<file path="src/rtl/ibr_pkg.sv">
package ibr_pkg;
  localparam int WORD_W    = 64;
  localparam int DATA_W    = 32;
  localparam int VALID_BIT = 63;
  localparam int OP_LO     = 57;
  localparam int OP_W      = 4;
  localparam int RD_BIT    = 56;
  localparam int IDX_LO    = 32;
  localparam int IDX_W     = 3;
  localparam int BANK_AW   = 4;

  localparam logic [OP_W-1:0]    OP_INTERNAL = 4'd6;
  localparam logic [IDX_W-1:0]   ALIAS_IDX   = 3'd3;
  localparam logic [BANK_AW-1:0] ADDR_STATUS = 4'd8;

  function automatic logic is_internal_op(input logic [OP_W-1:0] op);
    return op == OP_INTERNAL;
  endfunction
endpackage

</file>
<file path="src/rtl/ibr_cmd_decode.sv">
module ibr_cmd_decode
  import ibr_pkg::*;
#(
  parameter int REG_W = 8
) (
  input  logic               rd_flag,
  input  logic [IDX_W-1:0]   idx,
  input  logic [REG_W-1:0]   data_lo,
  output logic               is_rd,
  output logic [BANK_AW-1:0] addr,
  output logic [REG_W-1:0]   wdata
);
  // Index 3 is the one index whose target depends on direction.
  always_comb begin
    is_rd = rd_flag;
    wdata = data_lo;
    if (rd_flag && idx == ALIAS_IDX) addr = ADDR_STATUS;
    else                             addr = BANK_AW'(idx);
  end
endmodule

</file>
<file path="src/rtl/ibr_access_seq.sv">
module ibr_access_seq #(
  parameter int ACC_LAT = 2
) (
  input  logic clk,
  input  logic rst_n,
  input  logic launch,
  output logic busy,
  output logic strobe,
  output logic done
);
  localparam int CW = $clog2(ACC_LAT + 1);

  logic [CW-1:0] cnt;

  assign strobe = busy && (cnt == '0);
  assign done   = busy && (cnt == CW'(ACC_LAT - 1));

  always_ff @(posedge clk) begin
    if (!rst_n) begin
      busy <= 1'b0;
      cnt  <= '0;
    end else if (launch) begin
      busy <= 1'b1;
      cnt  <= '0;
    end else if (busy) begin
      if (done) busy <= 1'b0;
      else      cnt  <= cnt + 1'b1;
    end
  end

  // the counter never runs past the completion count
  assert_cnt_bound_R5: assert property (@(posedge clk) disable iff (!rst_n)
    busy |-> (cnt <= CW'(ACC_LAT - 1)));
  // completion ends the access on the next edge
  assert_done_idle_R6: assert property (@(posedge clk) disable iff (!rst_n)
    (done && !launch) |=> !busy);
endmodule

</file>
<file path="src/rtl/ibr_bridge.sv">
module ibr_bridge
  import ibr_pkg::*;
#(
  parameter int REG_W   = 8,
  parameter int ACC_LAT = 2
) (
  input  logic               clk,
  input  logic               rst_n,
  input  logic               host_wr,
  input  logic [WORD_W-1:0]  host_wdata,
  input  logic               host_rd,
  output logic [WORD_W-1:0]  host_rdata,
  output logic               err_sticky,
  output logic               bank_we,
  output logic               bank_re,
  output logic [BANK_AW-1:0] bank_addr,
  output logic [REG_W-1:0]   bank_wdata,
  input  logic [REG_W-1:0]   bank_rdata
);
  logic [WORD_W-1:0] cmd_q;
  logic [REG_W-1:0]  rd_hold;
  logic busy, strobe, done, is_rd;
  logic accept, in_valid, in_int, launch;

  assign accept   = host_wr && !busy;
  assign in_valid = host_wdata[VALID_BIT];
  assign in_int   = is_internal_op(host_wdata[OP_LO +: OP_W]);
  assign launch   = accept && in_valid && in_int;

  ibr_access_seq #(.ACC_LAT(ACC_LAT)) u_seq (
    .clk(clk), .rst_n(rst_n), .launch(launch),
    .busy(busy), .strobe(strobe), .done(done)
  );

  ibr_cmd_decode #(.REG_W(REG_W)) u_dec (
    .rd_flag(cmd_q[RD_BIT]),
    .idx(cmd_q[IDX_LO +: IDX_W]),
    .data_lo(cmd_q[REG_W-1:0]),
    .is_rd(is_rd),
    .addr(bank_addr),
    .wdata(bank_wdata)
  );

  assign bank_we = strobe && !is_rd;
  assign bank_re = strobe && is_rd;

  always_ff @(posedge clk) begin
    if (!rst_n) begin
      cmd_q   <= '0;
      rd_hold <= '0;
    end else begin
      if (bank_re) rd_hold <= bank_rdata;
      if (accept) begin
        if (in_valid && !in_int)
          cmd_q <= {1'b0, host_wdata[WORD_W-2:DATA_W], {DATA_W{1'b0}}};
        else
          cmd_q <= host_wdata;
      end else if (done) begin
        cmd_q[VALID_BIT] <= 1'b0;
        if (is_rd) cmd_q[DATA_W-1:0] <= DATA_W'(rd_hold);
      end
    end
  end

  always_ff @(posedge clk) begin
    if (!rst_n) begin
      err_sticky <= 1'b0;
      host_rdata <= '0;
    end else begin
      if (host_wr && busy) err_sticky <= 1'b1;
      if (host_rd) host_rdata <= cmd_q;
    end
  end

  // never both strobes at once
  assert_strobe_excl_R3: assert property (@(posedge clk) disable iff (!rst_n)
    !(bank_we && bank_re));
  // a strobe only ever belongs to a launched word
  assert_strobe_valid_R3: assert property (@(posedge clk) disable iff (!rst_n)
    (bank_we || bank_re) |-> cmd_q[VALID_BIT]);
  // completion drops the launch flag
  assert_done_clears_R5: assert property (@(posedge clk) disable iff (!rst_n)
    done |=> !cmd_q[VALID_BIT]);
  // other operations finish at once with zero data
  assert_other_op_zero_R7: assert property (@(posedge clk) disable iff (!rst_n)
    (host_wr && !busy && host_wdata[VALID_BIT] && host_wdata[OP_LO +: OP_W] != OP_INTERNAL)
    |=> (!cmd_q[VALID_BIT] && cmd_q[DATA_W-1:0] == '0 && !bank_we && !bank_re));
  // a write during an access raises the flag and leaves the word alone
  assert_busy_write_R9: assert property (@(posedge clk) disable iff (!rst_n)
    (host_wr && busy && !done) |=> (err_sticky && $stable(cmd_q)));
  // the flag is sticky
  assert_err_sticky_R9: assert property (@(posedge clk) disable iff (!rst_n)
    err_sticky |=> err_sticky);
endmodule

</file>
<file path="config.mk">
export PLATFORM = sky130hd
export DESIGN_NAME = ibr_bridge
export DESIGN_NICKNAME = d
export VERILOG_FILES = /design/src/rtl/ibr_pkg.sv /design/src/rtl/ibr_cmd_decode.sv /design/src/rtl/ibr_access_seq.sv /design/src/rtl/ibr_bridge.sv
export SDC_FILE = /design/constraint.sdc
export NUM_CORES = 1
export LEC_CHECK = 0
export ABC_AREA = 1
export BUFFER_PORTS_ARGS = -buffer_cell sky130_fd_sc_hd__buf_2
export CAP_MARGIN = 20
export CORE_ASPECT_RATIO = 0.75
export CORE_MARGIN = 2
export CORE_UTILIZATION = 45
export DETAILED_ROUTE_END_ITERATION = 8
export PLACE_DENSITY = 0.69
export SLEW_MARGIN = 20
export SYNTH_ARGS = -nofsm -noshare
export SYNTH_HDL_FRONTEND = slang
export SYNTH_SLANG_ARGS = --single-unit
</file>
<file path="constraint.sdc">
create_clock -name clk -period 1.6 [get_ports clk]
set_input_delay 0.16 -clock clk [delete_from_list [all_inputs] [get_ports clk]]
set_output_delay 0.16 -clock clk [all_outputs]
set_load 0.01 [all_outputs]
</file>
# ---- Yosys cells after proc, flatten, opt, wreduce, memory -nomap -nowiden
# Cells that the tools add are included.
dict set report word_totals {
  ff_bits 140
  inputBits 76
  output_inout_bits 79
}
dict set report op_classes {
  add_sub_neg 1
  eq_ne 3
  mux 10
  n_bitwise 2
  reduce_logical 19
}
# operator n
set ops {}
lappend ops {{$mux W32} 3}
lappend ops {{$mux W64} 1}
lappend ops {{$logic_and A1 B1 Y1} 10}
lappend ops {{$mux W1} 5}
lappend ops {{$eq A4 B3 Y1 const B} 1}
lappend ops {{$mux W4} 1}
lappend ops {{$reduce_and A2 Y1} 2}
lappend ops {{$reduce_bool A2 Y1} 2}
lappend ops {{$eq A3 B2 Y1 const B} 1}
lappend ops {{$logic_not A1 Y1} 3}
lappend ops {{$add A2 B1 Y2 const B} 1}
lappend ops {{$eq A2 B1 Y1 const B} 1}
lappend ops {{$logic_not A2 Y1} 1}
lappend ops {{$not A1 Y1} 2}
lappend ops {{$reduce_or A2 Y1} 1}

# ---- Depth between registers and ports, before layout
dict set report depth {
  word_depth 5
  ltp_mapped 8
  ltp_nobuf 7
}

# ---- Hierarchy
# A second synthesis with hierarchy kept.
dict set report hier_totals {
  hier_cells 726
  area_unflattened_um2 5303.8
}
# mod n_inst cells_each area_per_inst_um2 seq_area_each_um2
set modules_own_cells {}
lappend modules_own_cells {ibr_bridge 1 681 5027.3 2742.6}
lappend modules_own_cells {ibr_access_seq 1 27 172.7 60.1}
lappend modules_own_cells {ibr_cmd_decode 1 18 103.8 0.0}

# ---- Least setup slack after synthesis
# No wires, ideal clock.
dict set report synth_timing {
  path_kind {register to register}
  start {register u_seq.cnt[0]}
  end {register cmd_q[10]}
  arrival_time_ns 1.161
  required_time_ns 1.468
  slack_ns 0.307
  stages_incl_launch_ff 8
  path_buffers 1
  synth_period_minus_slack_ns 1.293
  cell_sequence {dfxtp_1 > ha_1 > nand2_2 > o21ai_4 > inv_2 > buf_4 > nand2_1 > a21oi_1}
}
dict set report synth_between {
  elab_chain_len 4
}
# element line
set synth_lines {}
lappend synth_lines {{from (decl)} ibr_access_seq.sv:13} ;# logic [CW-1:0] cnt;
lappend synth_lines {{from (signal assigned)} ibr_access_seq.sv:27} ;# else cnt <= cnt + 1'b1;
lappend synth_lines {{$eq A2 B1 Y1} ibr_access_seq.sv:16} ;# assign done = busy && (cnt == CW'(ACC_LAT - 1));
lappend synth_lines {{$logic_and A1 B1 Y1} ibr_access_seq.sv:16}
lappend synth_lines {{$reduce_bool A2 Y1 (no line)} n/a}
lappend synth_lines {{$reduce_and A2 Y1 (no line)} n/a}
lappend synth_lines {{to (signal assigned)} ibr_bridge.sv:55} ;# cmd_q <= {1'b0, host_wdata[WORD_W-2:DATA_W], {DATA_W{1'b0}}};
lappend synth_lines {{to (signal assigned)} ibr_bridge.sv:57} ;# cmd_q <= host_wdata;
lappend synth_lines {{to (signal, indexed assignment)} ibr_bridge.sv:60} ;# if (is_rd) cmd_q[DATA_W-1:0] <= DATA_W'(rd_hold);
lappend synth_lines {{to (decl)} ibr_bridge.sv:20} ;# logic [WORD_W-1:0] cmd_q;
# No other way between the ends.
# A chain may end at the register's enable or synchronous reset.

# ---- Worst setup path in the final report
dict set report layout_timing {
  start {register u_seq.cnt[0]}
  end {output bank_re}
}
dict set report layout_between {
  elab_chain_len 3
}
# element line
set layout_lines {}
lappend layout_lines {{$logic_not A2 Y1} ibr_access_seq.sv:15} ;# assign strobe = busy && (cnt == '0);
lappend layout_lines {{$logic_and A1 B1 Y1} ibr_access_seq.sv:15}
lappend layout_lines {{$logic_and A1 B1 Y1} ibr_bridge.sv:45} ;# assign bank_re = strobe && is_rd;
lappend layout_lines {{to (decl)} ibr_bridge.sv:15} ;# output logic bank_re,
# No other way between the ends.

==> impl_metrics.json <==
{
  "outcome": "completed",
  "slowest_delay_ns": 0.34,
  "fmax_mhz": 652,
  "worst_pin_slew_ns": 0.431,
  "avgViaCountPerCell": 4.84,
  "numCtsBuffers": 17,
  "max_cap_viol_count": 0,
  "tns_ns": 0,
  "fillers": 1070,
  "wirelength_um": 13300,
  "cp_data_required_time_ns": 1.44,
  "start_util_pct": 46.0,
  "p_per_area_nw_per_um2": 1280,
  "flow.area_growth_from_synthesis_pct": 30.5,
  "die_width_um": 130,
  "synthCells": 714,
  "ys_seq_elements": 140,
  "synth_cell_types": 26,
  "ys_warn_count": 0,
  "core_area_sq_um": 11600,
  "rows": 34,
  "place_area_sq_um": 6120,
  "firstDrtPassIters": 4,
  "finalNonFillerCells": 1036,
  "grt_pass1_vias": 4656,
  "grt_busiest_layer": "met2",
  "gp_congestion": 0.851,
  "finalCoreUtilization_pct": 60.0,
  "synth.avg_cell_area_sq_um": 7.45,
  "clock_path_buffers": 2,
  "crit_fanout": 6,
  "setup_violations": 0,
  "crit_family": "flip-flops",
  "syn-cell-area_sq_um": 5320,
  "drive_gt1_share_pct": 24.5,
  "antenna_cells": 0,
  "syn-num-nets": 792,
  "ir_drop_mv": 0.747,
  "die-area_sq_um": 12700,
  "dp.cells": 988,
  "finish.net_count": 939,
  "wl_per_cell_um": 12.8,
  "rsz0062_at_grt": "false",
  "port_buffers": 154,
  "antenna_found_initial": 0,
  "worstHoldPathCells": 3,
  "use_met2_pct": 33.4,
  "finalCriticalPeriod_ns": 1.53,
  "clock-sinks": 140,
  "vias": 5017,
  "arrival_ns": 1.37,
  "hp-class": "in -> reg",
  "crit_buf_inv": 3,
  "io_pins": 155,
  "grt_pass1_wl_um": 21800,
  "crit_chain": "inv_1, ha_1, nand3_2, clkinv_4, buf_2",
  "dp.final_hpwl_um": 8800,
  "start_kind": "flop",
  "clkTransAtPathRegs_ns": 0.05,
  "period_share_pct": 95.9,
  "slew_headroom_pct": 71.2,
  "clk_latency_ns": 0.41,
  "drc": 0,
  "drtIter0Drc": 358,
  "grt_remaining_overflow": 0,
  "grt_max_degree": 105,
  "worstSetupPathDepth": 5,
  "antenna_left": 0,
  "fp.dieH_um": 98.2,
  "crit_type": "reg -> out",
  "slew_viol_final": 0,
  "design_area_sq_um": 6940,
  "skew_ns": 0.00671,
  "cts_tree": "built",
  "ys_seq_area_share_pct": 52.7,
  "end_kind": "output pin",
  "final-hold-violation-count": 0,
  "reg2reg_depth": 8,
  "met1_usage_pct": 28.8,
  "track_usage_pct": 21.5,
  "cts_root_buf": "clkbuf_16",
  "htreeDepth": 4,
  "met3_usage_pct": 5.64,
  "slowest_stage": "dfxtp_2",
  "power_leakage_nw": 3.28
}
-- logic make-up after synthesis --
| group | count (synthesis) | share of synthesized area (%) |
|---|---|---|
| buf+inv | 89 | 8.12 |
| xor+xnor | 1 | 0.165 |
| simple gates | 328 | 23.9 |
| compound gates | 154 | 14.7 |
| fa+ha+maj | 2 | 0.470 |
| flops | 140 | 52.7 |
-- worst reg2reg max path: stages, from the launching register on --
cell     delay [ns]
dfxtp_1        0.31
inv_1          0.07
ha_1           0.21
nand2_2        0.10
o21ai_4        0.18
buf_4          0.23
nand2_1        0.07
nor2_1         0.14
nor2_1         0.05
-- cell usage after synthesis (all sizes together) --
library cell,count,share of area [%]
nor2,226,16
dfxtp,140,53
o21ai,104,10
nand2,97,7.1
a21oi,50,4.7
inv,33,2.4
buf,32,4.0
clkbuf,21,1.5
clkinv,3,0.21
ha,2,0.47
nand3,2,0.28
nand4,1,0.12
nor4,1,0.12
or2,1,0.12
xor2,1,0.16
-- through the flow --
step	hold WS (ns)	setup slack (ns)	total power, mW
after global routing	0.0143	0.00146	9.22
after global placement	0.411	0.252	4.66
after detailed placement	0.421	0.129	4.68
final	0.0178	0.0656	8.86
after floorplan	0.305	0.307	4.37
after CTS	0.000110	0.0181	8.93
-- path summary, 6_finish.rpt --
path,from,endpoint,slack (ns)
setup reg to reg,u_seq.cnt[1],cmd_q[1],0.15
hold / removal,host_wdata[58],cmd_q[58],0.02
setup / recovery,u_seq.cnt[0],bank_re,0.07
hold reg to reg,cmd_q[26],cmd_q[26],0.46
-- final cells by class --
class / count / area (sq um) / share of cell area, %
Clock buffer: 22 / 484 / 6.97
Clock inverter: 10 / 161 / 2.32
Inverter: 36 / 145 / 2.09
Multi-Input combinational cell: 485 / 2100 / 30.2
Sequential cell: 140 / 2800 / 40.4
Tap cell: 162 / 203 / 2.92
Timing Repair Buffer: 181 / 1050 / 15.1
-- layer usage --
layer / vias to the layer above / share of wire [%] / wire [um]
met5: - / 0 / 0
met4: 0 / 1.7 / 226
met3: 21 / 5.8 / 769
met2: 150 / 46 / 6110
met1: 2305 / 46 / 6150
li1: 2541 / - / -
-- timing repair --
| action | 4_1_cts | 5_1_grt |
|---|---|---|
| endpoints found under the hold margin | 14 | 0 |
| gates cloned | 0 | 0 |
| setup endpoints to repair | 4 | 9 |
| gates resized for setup | 4 | 4 |
| hold buffers | 14 | 0 |
| buffers inserted | 0 | 2 |
-- state kept, by name (all words and copies together) (netlist names) --
signal and flops:
cmd_q 64, err_sticky 1, host_rdata 64, rd_hold 8
u_seq.busy 1, u_seq.cnt 2
-- cells in the final DEF (no fill, tap or decap), drive strengths merged, types with 2 or more instances in the layout --
cell type,instances
a21oi,50
dlygate4sd3,14
inv,34
nand3,2
ha,2
o21ai,104
dfxtp,140
buf,167
nor2,226
bufinv,4
clkinv,8
nand2,97
clkbuf,22
-- power breakdown --
group          total (mW)  leakage (nW)  switching [mW]  internal, mW
combinational       0.849          1.81           0.503         0.346
sequential           3.79          1.15           0.106          3.69
clock                4.21         0.320            1.44          2.77
total                8.86          3.28            2.05          6.81
(Power assumes the default switching activity.)
